## src/rtl/dpwm_pkg.sv

```systemverilog
package dpwm_pkg;

   // Word indices of the register file; the decoder compares them against
   // the address port after resizing to the configured address width.
   localparam int unsigned WA_RUN    = 0;
   localparam int unsigned WA_COMMIT = 1;
   localparam int unsigned WA_CLOCK  = 2;
   localparam int unsigned WA_TIMING = 3;
   localparam int unsigned WA_DEBUG  = 4;
   localparam int unsigned WA_COUNT  = 5;

   // Which source updates the working set in a given cycle
   typedef enum logic [1:0] {
      LD_NONE   = 2'd0,
      LD_COMMIT = 2'd1,
      LD_DIRECT = 2'd2
   } load_src_e;

endpackage

```

## src/rtl/dpwm_regs.sv

```systemverilog
module dpwm_regs
   import dpwm_pkg::*;
#(
   parameter int unsigned DATA_W     = 32,
   parameter int unsigned ADDR_W     = 3,
   parameter int unsigned DIV_W      = 10,
   parameter int unsigned DIV_LSB    = 16,
   parameter int unsigned PER_W      = 12,
   parameter int unsigned HI_W       = 13,
   parameter int unsigned HI_LSB     = 16,
   parameter int unsigned DBG_W      = 2,
   parameter bit          BYPASS_OPT = 1'b1
) (
   input  logic              clk_i,
   input  logic              rst_ni,
   input  logic              wr_en_i,
   input  logic [ADDR_W-1:0] addr_i,
   input  logic [DATA_W-1:0] wdata_i,
   output logic [DATA_W-1:0] rdata_o,
   output logic              run_o,
   output logic              commit_fall_o,
   output logic              bypass_o,
   output logic              wr_clock_o,
   output logic              wr_timing_o,
   output logic [DIV_W-1:0]  new_div_o,
   output logic [PER_W-1:0]  new_per_o,
   output logic [HI_W-1:0]   new_hi_o,
   output logic [DIV_W-1:0]  sh_div_o,
   output logic [PER_W-1:0]  sh_per_o,
   output logic [HI_W-1:0]   sh_hi_o
);

   localparam logic [ADDR_W-1:0] A_RUN    = ADDR_W'(WA_RUN);
   localparam logic [ADDR_W-1:0] A_COMMIT = ADDR_W'(WA_COMMIT);
   localparam logic [ADDR_W-1:0] A_CLOCK  = ADDR_W'(WA_CLOCK);
   localparam logic [ADDR_W-1:0] A_TIMING = ADDR_W'(WA_TIMING);
   localparam logic [ADDR_W-1:0] A_DEBUG  = ADDR_W'(WA_DEBUG);

   logic             run_q;
   logic             cmt_q;
   logic [DIV_W-1:0] div_q;
   logic [PER_W-1:0] per_q;
   logic [HI_W-1:0]  hi_q;
   logic [DBG_W-1:0] dbg_q;

   logic wr_run, wr_cmt, wr_dbg;

   assign wr_run      = wr_en_i && (addr_i == A_RUN);
   assign wr_cmt      = wr_en_i && (addr_i == A_COMMIT);
   assign wr_clock_o  = wr_en_i && (addr_i == A_CLOCK);
   assign wr_timing_o = wr_en_i && (addr_i == A_TIMING);
   assign wr_dbg      = wr_en_i && (addr_i == A_DEBUG);

   // Field slices of the incoming write word
   assign new_div_o = wdata_i[DIV_LSB +: DIV_W];
   assign new_per_o = wdata_i[0 +: PER_W];
   assign new_hi_o  = wdata_i[HI_LSB +: HI_W];

   logic unused_wdata;
   assign unused_wdata = ^wdata_i;

   always_ff @(posedge clk_i or negedge rst_ni) begin
      if (!rst_ni) begin
         run_q <= 1'b0;
         cmt_q <= 1'b0;
         div_q <= '0;
         per_q <= '0;
         hi_q  <= '0;
      end else begin
         if (wr_run) run_q <= wdata_i[0];
         if (wr_cmt) cmt_q <= wdata_i[0];
         if (wr_clock_o) div_q <= new_div_o;
         if (wr_timing_o) begin
            per_q <= new_per_o;
            hi_q  <= new_hi_o;
         end
      end
   end

   // The transfer is triggered by the write that clears an armed commit bit
   assign commit_fall_o = wr_cmt && !wdata_i[0] && cmt_q;

   generate
      if (BYPASS_OPT) begin : g_dbg
         always_ff @(posedge clk_i or negedge rst_ni) begin
            if (!rst_ni)     dbg_q <= '0;
            else if (wr_dbg) dbg_q <= wdata_i[0 +: DBG_W];
         end
         assign bypass_o = &dbg_q;
      end else begin : g_no_dbg
         logic unused_wr_dbg;
         assign unused_wr_dbg = wr_dbg;
         assign dbg_q    = '0;
         assign bypass_o = 1'b0;
      end
   endgenerate

   always_comb begin
      rdata_o = '0;
      unique case (addr_i)
         A_RUN:    rdata_o[0] = run_q;
         A_COMMIT: rdata_o[0] = cmt_q;
         A_CLOCK:  rdata_o[DIV_LSB +: DIV_W] = div_q;
         A_TIMING: begin
            rdata_o[0 +: PER_W]   = per_q;
            rdata_o[HI_LSB +: HI_W] = hi_q;
         end
         A_DEBUG:  rdata_o[0 +: DBG_W] = dbg_q;
         default:  rdata_o = '0;
      endcase
   end

   assign run_o    = run_q;
   assign sh_div_o = div_q;
   assign sh_per_o = per_q;
   assign sh_hi_o  = hi_q;

endmodule

```

## src/rtl/dpwm_xfer.sv

```systemverilog
module dpwm_xfer
   import dpwm_pkg::*;
#(
   parameter int unsigned DIV_W      = 10,
   parameter int unsigned PER_W      = 12,
   parameter int unsigned HI_W       = 13,
   parameter bit          BYPASS_OPT = 1'b1
) (
   input  logic             clk_i,
   input  logic             rst_ni,
   input  logic             run_i,
   input  logic             commit_fall_i,
   input  logic             boundary_i,
   input  logic             bypass_i,
   input  logic             wr_clock_i,
   input  logic             wr_timing_i,
   input  logic [DIV_W-1:0] new_div_i,
   input  logic [PER_W-1:0] new_per_i,
   input  logic [HI_W-1:0]  new_hi_i,
   input  logic [DIV_W-1:0] sh_div_i,
   input  logic [PER_W-1:0] sh_per_i,
   input  logic [HI_W-1:0]  sh_hi_i,
   output logic [DIV_W-1:0] wk_div_o,
   output logic [PER_W-1:0] wk_per_o,
   output logic [HI_W-1:0]  wk_hi_o
);

   logic      pend_q;
   logic      want;
   logic      load_now;
   logic      byp_ok;
   load_src_e clk_src, tim_src;

   generate
      if (BYPASS_OPT) begin : g_byp
         assign byp_ok = bypass_i;
      end else begin : g_no_byp
         logic unused_bypass;
         assign unused_bypass = bypass_i;
         assign byp_ok = 1'b0;
      end
   endgenerate

   // A pending commit is released at a period boundary, or at once when idle
   assign want     = pend_q || commit_fall_i;
   assign load_now = want && (!run_i || boundary_i);

   // A direct write in bypass mode wins over a commit in the same cycle
   always_comb begin
      clk_src = LD_NONE;
      tim_src = LD_NONE;
      if (load_now) begin
         clk_src = LD_COMMIT;
         tim_src = LD_COMMIT;
      end
      if (byp_ok && wr_clock_i)  clk_src = LD_DIRECT;
      if (byp_ok && wr_timing_i) tim_src = LD_DIRECT;
   end

   always_ff @(posedge clk_i or negedge rst_ni) begin
      if (!rst_ni) begin
         wk_div_o <= '0;
         wk_per_o <= '0;
         wk_hi_o  <= '0;
         pend_q   <= 1'b0;
      end else begin
         unique case (clk_src)
            LD_COMMIT: wk_div_o <= sh_div_i;
            LD_DIRECT: wk_div_o <= new_div_i;
            default:   wk_div_o <= wk_div_o;
         endcase
         unique case (tim_src)
            LD_COMMIT: begin
               wk_per_o <= sh_per_i;
               wk_hi_o  <= sh_hi_i;
            end
            LD_DIRECT: begin
               wk_per_o <= new_per_i;
               wk_hi_o  <= new_hi_i;
            end
            default: begin
               wk_per_o <= wk_per_o;
               wk_hi_o  <= wk_hi_o;
            end
         endcase
         pend_q <= want && !load_now;
      end
   end

   AST_HOLD_MID_PERIOD: assert property (@(posedge clk_i) disable iff (!rst_ni) run_i && !boundary_i && !byp_ok |=> $stable(wk_div_o) && $stable(wk_per_o) && $stable(wk_hi_o));
   AST_IDLE_COMMIT_DONE: assert property (@(posedge clk_i) disable iff (!rst_ni) pend_q && !run_i |=> !pend_q);

endmodule

```

## src/rtl/dpwm_prescaler.sv

```systemverilog
module dpwm_prescaler #(
   parameter int unsigned DIV_W = 10
) (
   input  logic             clk_i,
   input  logic             rst_ni,
   input  logic             run_i,
   input  logic [DIV_W-1:0] div_i,
   output logic             tick_o
);

   logic [DIV_W-1:0] cnt_q;

   // The >= compare makes a divider lowered below the count wrap at once
   assign tick_o = run_i && (cnt_q >= div_i);

   always_ff @(posedge clk_i or negedge rst_ni) begin
      if (!rst_ni)     cnt_q <= '0;
      else if (!run_i) cnt_q <= '0;
      else if (tick_o) cnt_q <= '0;
      else             cnt_q <= cnt_q + DIV_W'(1);
   end

endmodule

```

## src/rtl/dpwm_period.sv

```systemverilog
module dpwm_period #(
   parameter int unsigned PER_W = 12,
   parameter int unsigned HI_W  = 13
) (
   input  logic             clk_i,
   input  logic             rst_ni,
   input  logic             run_i,
   input  logic             tick_i,
   input  logic [PER_W-1:0] per_i,
   input  logic [HI_W-1:0]  hi_i,
   output logic             boundary_o,
   output logic             pwm_o
);

   logic [PER_W-1:0] cnt_q;

   assign boundary_o = tick_i && (cnt_q >= per_i);

   always_ff @(posedge clk_i or negedge rst_ni) begin
      if (!rst_ni)         cnt_q <= '0;
      else if (!run_i)     cnt_q <= '0;
      else if (boundary_o) cnt_q <= '0;
      else if (tick_i)     cnt_q <= cnt_q + PER_W'(1);
   end

   // High while the tick index in the period is below the high width
   assign pwm_o = run_i && (HI_W'(cnt_q) < hi_i);

   AST_OFF_LOW: assert property (@(posedge clk_i) disable iff (!rst_ni) !run_i |-> !pwm_o);
   AST_START_HIGH: assert property (@(posedge clk_i) disable iff (!rst_ni) $rose(run_i) && (hi_i != '0) |-> pwm_o);
   AST_ZERO_WIDTH_LOW: assert property (@(posedge clk_i) disable iff (!rst_ni) (hi_i == '0) |-> !pwm_o);
   AST_WRAP_NEXT: assert property (@(posedge clk_i) disable iff (!rst_ni) boundary_o && run_i |=> !boundary_o || (per_i == '0) || $changed(per_i));

endmodule

```

## src/rtl/backlight_pwm.sv

```systemverilog
module backlight_pwm
   import dpwm_pkg::*;
#(
   parameter int unsigned DATA_W     = 32,
   parameter int unsigned ADDR_W     = 3,
   parameter int unsigned DIV_W      = 10,
   parameter int unsigned DIV_LSB    = 16,
   parameter int unsigned PER_W      = 12,
   parameter int unsigned HI_W       = 13,
   parameter int unsigned HI_LSB     = 16,
   parameter int unsigned DBG_W      = 2,
   parameter bit          BYPASS_OPT = 1'b1
) (
   input  logic              clk_i,
   input  logic              rst_ni,
   input  logic              wr_en_i,
   input  logic [ADDR_W-1:0] addr_i,
   input  logic [DATA_W-1:0] wdata_i,
   output logic [DATA_W-1:0] rdata_o,
   output logic              pwm_o
);

   localparam int unsigned WORDS = 1 << ADDR_W;

   // Elaboration-time parameter checks
   generate
      if (DIV_LSB + DIV_W > DATA_W) begin : g_bad_div
         $error("divider field does not fit the data word");
      end
      if (HI_LSB + HI_W > DATA_W) begin : g_bad_hi
         $error("high-width field does not fit the data word");
      end
      if (PER_W > HI_LSB) begin : g_bad_overlap
         $error("period and high-width fields overlap");
      end
      if (HI_W <= PER_W) begin : g_bad_hi_w
         $error("high width must be wider than the period");
      end
      if (WORDS < WA_COUNT) begin : g_bad_addr
         $error("address width too small for the register file");
      end
      if (DBG_W == 0 || DBG_W > DATA_W) begin : g_bad_dbg
         $error("debug field width out of range");
      end
   endgenerate

   logic             run;
   logic             commit_fall;
   logic             bypass;
   logic             wr_clock;
   logic             wr_timing;
   logic             tick;
   logic             boundary;
   logic [DIV_W-1:0] new_div, sh_div, wk_div;
   logic [PER_W-1:0] new_per, sh_per, wk_per;
   logic [HI_W-1:0]  new_hi, sh_hi, wk_hi;

   dpwm_regs #(
      .DATA_W(DATA_W), .ADDR_W(ADDR_W), .DIV_W(DIV_W), .DIV_LSB(DIV_LSB),
      .PER_W(PER_W), .HI_W(HI_W), .HI_LSB(HI_LSB), .DBG_W(DBG_W),
      .BYPASS_OPT(BYPASS_OPT)
   ) u_regs (
      .clk_i(clk_i), .rst_ni(rst_ni), .wr_en_i(wr_en_i), .addr_i(addr_i),
      .wdata_i(wdata_i), .rdata_o(rdata_o), .run_o(run),
      .commit_fall_o(commit_fall), .bypass_o(bypass),
      .wr_clock_o(wr_clock), .wr_timing_o(wr_timing),
      .new_div_o(new_div), .new_per_o(new_per), .new_hi_o(new_hi),
      .sh_div_o(sh_div), .sh_per_o(sh_per), .sh_hi_o(sh_hi)
   );

   dpwm_xfer #(
      .DIV_W(DIV_W), .PER_W(PER_W), .HI_W(HI_W), .BYPASS_OPT(BYPASS_OPT)
   ) u_xfer (
      .clk_i(clk_i), .rst_ni(rst_ni), .run_i(run),
      .commit_fall_i(commit_fall), .boundary_i(boundary), .bypass_i(bypass),
      .wr_clock_i(wr_clock), .wr_timing_i(wr_timing),
      .new_div_i(new_div), .new_per_i(new_per), .new_hi_i(new_hi),
      .sh_div_i(sh_div), .sh_per_i(sh_per), .sh_hi_i(sh_hi),
      .wk_div_o(wk_div), .wk_per_o(wk_per), .wk_hi_o(wk_hi)
   );

   dpwm_prescaler #(
      .DIV_W(DIV_W)
   ) u_pre (
      .clk_i(clk_i), .rst_ni(rst_ni), .run_i(run), .div_i(wk_div),
      .tick_o(tick)
   );

   dpwm_period #(
      .PER_W(PER_W), .HI_W(HI_W)
   ) u_period (
      .clk_i(clk_i), .rst_ni(rst_ni), .run_i(run), .tick_i(tick),
      .per_i(wk_per), .hi_i(wk_hi), .boundary_o(boundary), .pwm_o(pwm_o)
   );

   AST_RESET_LOW: assert property (@(posedge clk_i) disable iff (!rst_ni) $rose(rst_ni) |-> !pwm_o);
   AST_SHADOW_ONLY: assert property (@(posedge clk_i) disable iff (!rst_ni) !commit_fall && !bypass && run && !boundary |=> $stable(wk_per) && $stable(wk_hi));

endmodule

```

## config.mk

```make
export PLATFORM = sky130hd
export DESIGN_NAME = backlight_pwm
export DESIGN_NICKNAME = d
export VERILOG_FILES = /design/src/rtl/dpwm_pkg.sv /design/src/rtl/dpwm_regs.sv /design/src/rtl/dpwm_xfer.sv /design/src/rtl/dpwm_prescaler.sv /design/src/rtl/dpwm_period.sv /design/src/rtl/backlight_pwm.sv
export SDC_FILE = /design/constraint.sdc
export NUM_CORES = 1
export LEC_CHECK = 0
export ABC_AREA = 1
export BUFFER_PORTS_ARGS = -buffer_cell sky130_fd_sc_hd__buf_2
export CORE_MARGIN = 3
export CORE_UTILIZATION = 30
export CTS_BUF_LIST = sky130_fd_sc_hd__clkbuf_16
export CTS_CLUSTER_DIAMETER = 60
export DETAILED_ROUTE_END_ITERATION = 10
export GPL_TIMING_DRIVEN = 0
export MAX_ROUTING_LAYER = met4
export SLEW_MARGIN = 20
export SYNTH_ARGS = -nofsm -noshare
export SYNTH_HDL_FRONTEND = slang
export SYNTH_SLANG_ARGS = --single-unit
```

## constraint.sdc

```tcl
create_clock -name clk_i -period 2.2 [get_ports clk_i]
set_input_delay 0.22 -clock clk_i [delete_from_list [all_inputs] [get_ports clk_i]]
set_output_delay 0.22 -clock clk_i [all_outputs]
set_load 0.1 [all_outputs]
```

# After elaboration in Yosys (flattened, before gate mapping)
# Cells that the tools add are included.
# op_classes
n_addsub,2
n_lt_le_gt_ge,3
eq_ne,9
n_mux,16
reduce_logical,23
# ops
cell,count
$pmux 10 s2,2
$mux 12,3
$mux 10,3
$pmux 13 s2,1
$pmux 12 s2,1
$logic_and 1x1->1,14
$lt 12x13->1,1
$add 12x1->12 const B,1
$ge 12x12->1,1
$add 10x1->10 const B,1
$ge 10x10->1,1
$eq 3x2->1 const B,2
$eq 2x1->1 const B,2
$eq 2x2->1 const B,2
$mux 2,2
$pmux 1 s4,1
$reduce_bool 2->1,2
$eq 3x1->1 const B,1
$eq 3x3->1 const B,1
$logic_not 1->1,3
$logic_not 3->1,1
$mux 3,1
$ne 3x1->1 const B,1
$logic_or 1x1->1,2
3 further kinds,3
# totals
regBits,97
inputBits,38
out_inout_bits,33
wordCells,65

# Depth between registers and ports, before layout
# logic_depth
depth_word,10
depth_mapped,14
mapped_depth_nobuf,13

# Modules after synthesis
# A second synthesis with hierarchy kept.
# hier_totals
cells_unflattened,871
hier_area_um2,6369.9
# by_module_without_submodules
module,instances,cells_each,area_each_um2,seq_area_each_um2
dpwm_regs,1,298,2183.3,975.9
dpwm_xfer,1,277,2020.7,900.9
dpwm_period,1,199,1400.1,300.3
dpwm_prescaler,1,97,765.7,250.2

# Worst setup path before layout
# OpenSTA, ideal clock, no wires.
# synth_path
kind,input -> output
start,in addr_i[1]
end,out rdata_o[10]
t_arrival_ps,1914
required_ps,1980
setup_slack_ps,66
stages,5
path_buffers,1
cell_sequence,inv_2 > nor2_2 > nand2_2 > buf_1 > nor2_1
# synth_via
elab_chain_cells,2
# synth_rtl
item,line,text
start: declaration,backlight_pwm.sv:17,"input logic [ADDR_W-1:0] addr_i,"
$eq 3x2->1,dpwm_regs.sv:100,unique case (addr_i)
$mux 10,dpwm_regs.sv:100,
end: declaration,backlight_pwm.sv:19,"output logic [DATA_W-1:0] rdata_o,"
# Every way passes these cells.

# Worst setup path in the final report
# layout_path
start,in addr_i[2]
end,out rdata_o[24]
# layout_via
elab_chain_cells,2
elab_cells_between_ends,3
classes_between,2 x eq/ne; 1 x mux
# layout_rtl
item,line
$eq 3x2->1,dpwm_regs.sv:100
$pmux 10 s2 *,dpwm_regs.sv:100
# Mark *: on every way between the ends. The rest lies on a longest branch, timed or not.

==> flow_summary.ini <==
[critical_path]
crit_family = buffers and inverters
critPathLaunchType = input pin
critPathBufInv = 4
cp_common_cell = buf_2
worstPathMaxFanout = 10
crit_slowest_cell = clkbuf_1
path_cells = buf_2, nor2_2, nand2_2, inv_1, clkbuf_1, a22o_1, buf_2
worstSetupEndpointType = output port
required_ns = 1.98
arrival_ns = 1.88
cpPeakStageDelay_ns = 0.46
worstSetupPathType = input pin to output port

[power]
power.density_mw_per_mm2 = 898
power.leakage_nw = 3.69
irDropWorstVdd_mv = 0.461

[global_routing]
grt_antenna_before_repair = 0
grt_max_degree = 55
grt.overflow.total = 0
grt_pass1_vias = 4922
grt_use_total = 0.153
grt_pass1_wl_mm = 24.6

[logic_synthesis]
ys_warn_count = 0
yosys.area.top_type = dfrtp_1
yosysMostFrequentCell = nand2_1
syn_area_mm2 = 0.00573
yosys-top-cells-count = 244 x nand2_1, 109 x inv_1, 97 x dfrtp_1
ys_seq_elements = 97
async_reset_ff_frac = 1.00
yosysSeqAreaShare = 0.424
synth.distinct_cells = 35
yosys_most_used_dff = dfrtp_1
netlist_instances = 771
synth_edf_count = 0
synthTopCellsByArea = dfrtp_1 42%, nand2_1 16%, ha_1 7.6%
synth_top_area_frac = 0.424
avgSynthCellArea_um2 = 7.43

[hold_path]
hp-class = input pin to flip-flop

[run_status]
status = completed

[detailed_routing]
drtPass1Iterations = 5
antenna_left = 0
dr.first_iter.drc_count = 246
drcViolationCount = 0
wl_per_cell_um = 13.4
wl_mm = 14.6
viasPerCell = 4.63
detailroute.via_count = 5042

[placed_design]
port_buffers = 56
gp_congestion = 0.836
place_ws_ns = 0.0700
dpl.hpwl_mm = 10.8

[timing]
fin_skew_ns = 0.00566
finalHoldViolCount = 0
period_needed_ns = 2.10
worstMarginPinSlew_ns = 0.575
tns_ns = 0
setup_viol = 0
max_freq_mhz = 476
setup_ws_ns = 0.0983
maxSlewViolCount = 0
min_period_over_period = 0.955
relSlewSlack = 0.617

[cts]
htreeDepth = 3
clk_pin_slew_worst_paths_ns = 0.07
numCtsBuffers = 9
clockBufferDepth = 2
cts_tree = yes
clk_latency_ns = 0.35
cts-root-buf = clkbuf_16
cts_sinks = 97

[layout]
n_fill_cell = 1891
nNetsFinal = 927
final_util = 0.373
areaGrowthSynthToFinish_pct = 19.3
multi_input_area_mm2 = 0.00280
regArea_mm2 = 0.00244
layout-drive-gt1-share = 0.158
antenna_cells = 0

[die]
die_area_mm2 = 0.0208
core_area_mm2 = 0.0183
ios = 71
die_y_um = 144
die_w_um = 144
rows = 49
start_util = 0.312

[job]
cap_violations = 0
## logic make-up after synthesis
logic type               count (synthesis)  share of synthesized area
other                                    1                   0.000655
AND/OR/NAND/NOR                        381                      0.281
AO/OA/AOI/OAI                          102                     0.0997
XOR/XNOR                                 8                     0.0122
buffers and inverters                  147                      0.106
adder cells (fa/ha/maj)                 35                     0.0765
flip-flops                              97                      0.424
## where the power goes
part	switching [W]	internal (W)	leakage (nW)	total (W)
registers	0.000275	0.00220	1.25	0.00248
clock network	0.000716	0.000880	0.141	0.00160
logic	0.00136	0.000695	2.30	0.00206
total	0.00235	0.00378	3.69	0.00613
## cell usage in the layout (no fill, tap or decap), drive strengths merged
cell type      n
a22o          11
xor2           7
xnor2          1
nor3           6
o21bai         2
o31ai          1
dfrtp         97
bufinv         1
a21oi         19
a21o           1
nand3         68
nand4         12
buf           88
nor2          43
clkinvlp       2
conb           7
o21a           1
inv          113
clkbuf        21
o21ai         66
clkinv         3
and3           2
dlygate4sd3    1
ha            35
o211ai         1
nand2        250
## through the flow
stage	instance area [um^2]	total power, W	hold slack (ns)	std cells
finish	6830	0.00613	0.0905	1088
global route	6830	0.00663	0.0973	1088
global placement	6310	0.00443	0.451	1062
detailed placement	6350	0.00448	0.182	1063
floorplan	5750	0.00396	-0.0756	777
CTS	6710	0.00615	0.0826	1080
## cell type report
cell class              count  area share
plain buffers              35      0.0282
clock buffers               9      0.0330
clock inverters             7      0.0103
inverters                 112      0.0615
multi-input cells         533       0.410
flip-flops and latches     97       0.357
well taps                 229      0.0419
repair buffers             66      0.0584
## worst paths after layout
path | cells past startpoint | slack [ns] | to | startpoint
hold / removal | 3 | 0.09 | u_regs.sh_hi_o[12]$_DFFE_PN0P_ | wdata_i[28]
setup / recovery | 7 | 0.1 | rdata_o[24] | addr_i[2]
hold reg to reg | 2 | 0.51 | u_xfer.wk_div_o[9]$_DFFE_PN0P_ | u_xfer.wk_div_o[9]$_DFFE_PN0P_
max in group asynchronous | 3 | 1.21 | u_xfer.wk_per_o[9]$_DFFE_PN0P_ | rst_ni
min in group asynchronous | 2 | 0.36 | u_regs.sh_hi_o[3]$_DFFE_PN0P_ | rst_ni
setup reg to reg | 12 | 0.17 | u_xfer.wk_hi_o[8]$_DFFE_PN0P_ | u_period.cnt_q[5]$_DFFE_PN0P_
## repair_timing
item                                    CTS  global route
resized for setup                        13            19
pin swaps                                 1             4
buffers inserted                          0             8
endpoints found under the setup margin    2            21
hold endpoints to repair                 43             0
gates cloned                              0             0
hold buffers                              1             0
## per-layer routing
metal  vias up  GRT usage  share of wire
li1       2605          -              -
met1      2342      0.198           0.48
met2        76      0.246           0.48
met3        19     0.0179          0.027
met4         0     0.0569          0.020
met5         -          -              0
## state kept, by name, summed over array words and instances (netlist names)
register and flops:
u_regs.sh_hi_o 13, u_regs.dbg_q 2, u_xfer.pend_q 1, u_xfer.wk_hi_o 13, u_regs.run_o 1, u_pre.cnt_q 10
u_regs.sh_per_o 12, u_regs.cmt_q 1, u_regs.sh_div_o 10, u_xfer.wk_div_o 10, u_period.cnt_q 12, u_xfer.wk_per_o 12
## worst reg2reg max path, stage by stage, from the launching register on
cell and delay, ns:
dfrtp_1 0.49, ha_1 0.35, nand2_1 0.06, nand2_1 0.04, nand2_1 0.05, nand2_1 0.06, a21oi_1 0.16, nand2_2 0.12
nand3_4 0.20, nand2_4 0.11, buf_6 0.16, nand2_1 0.08, nand2_1 0.05
(Power assumes the default switching activity.)
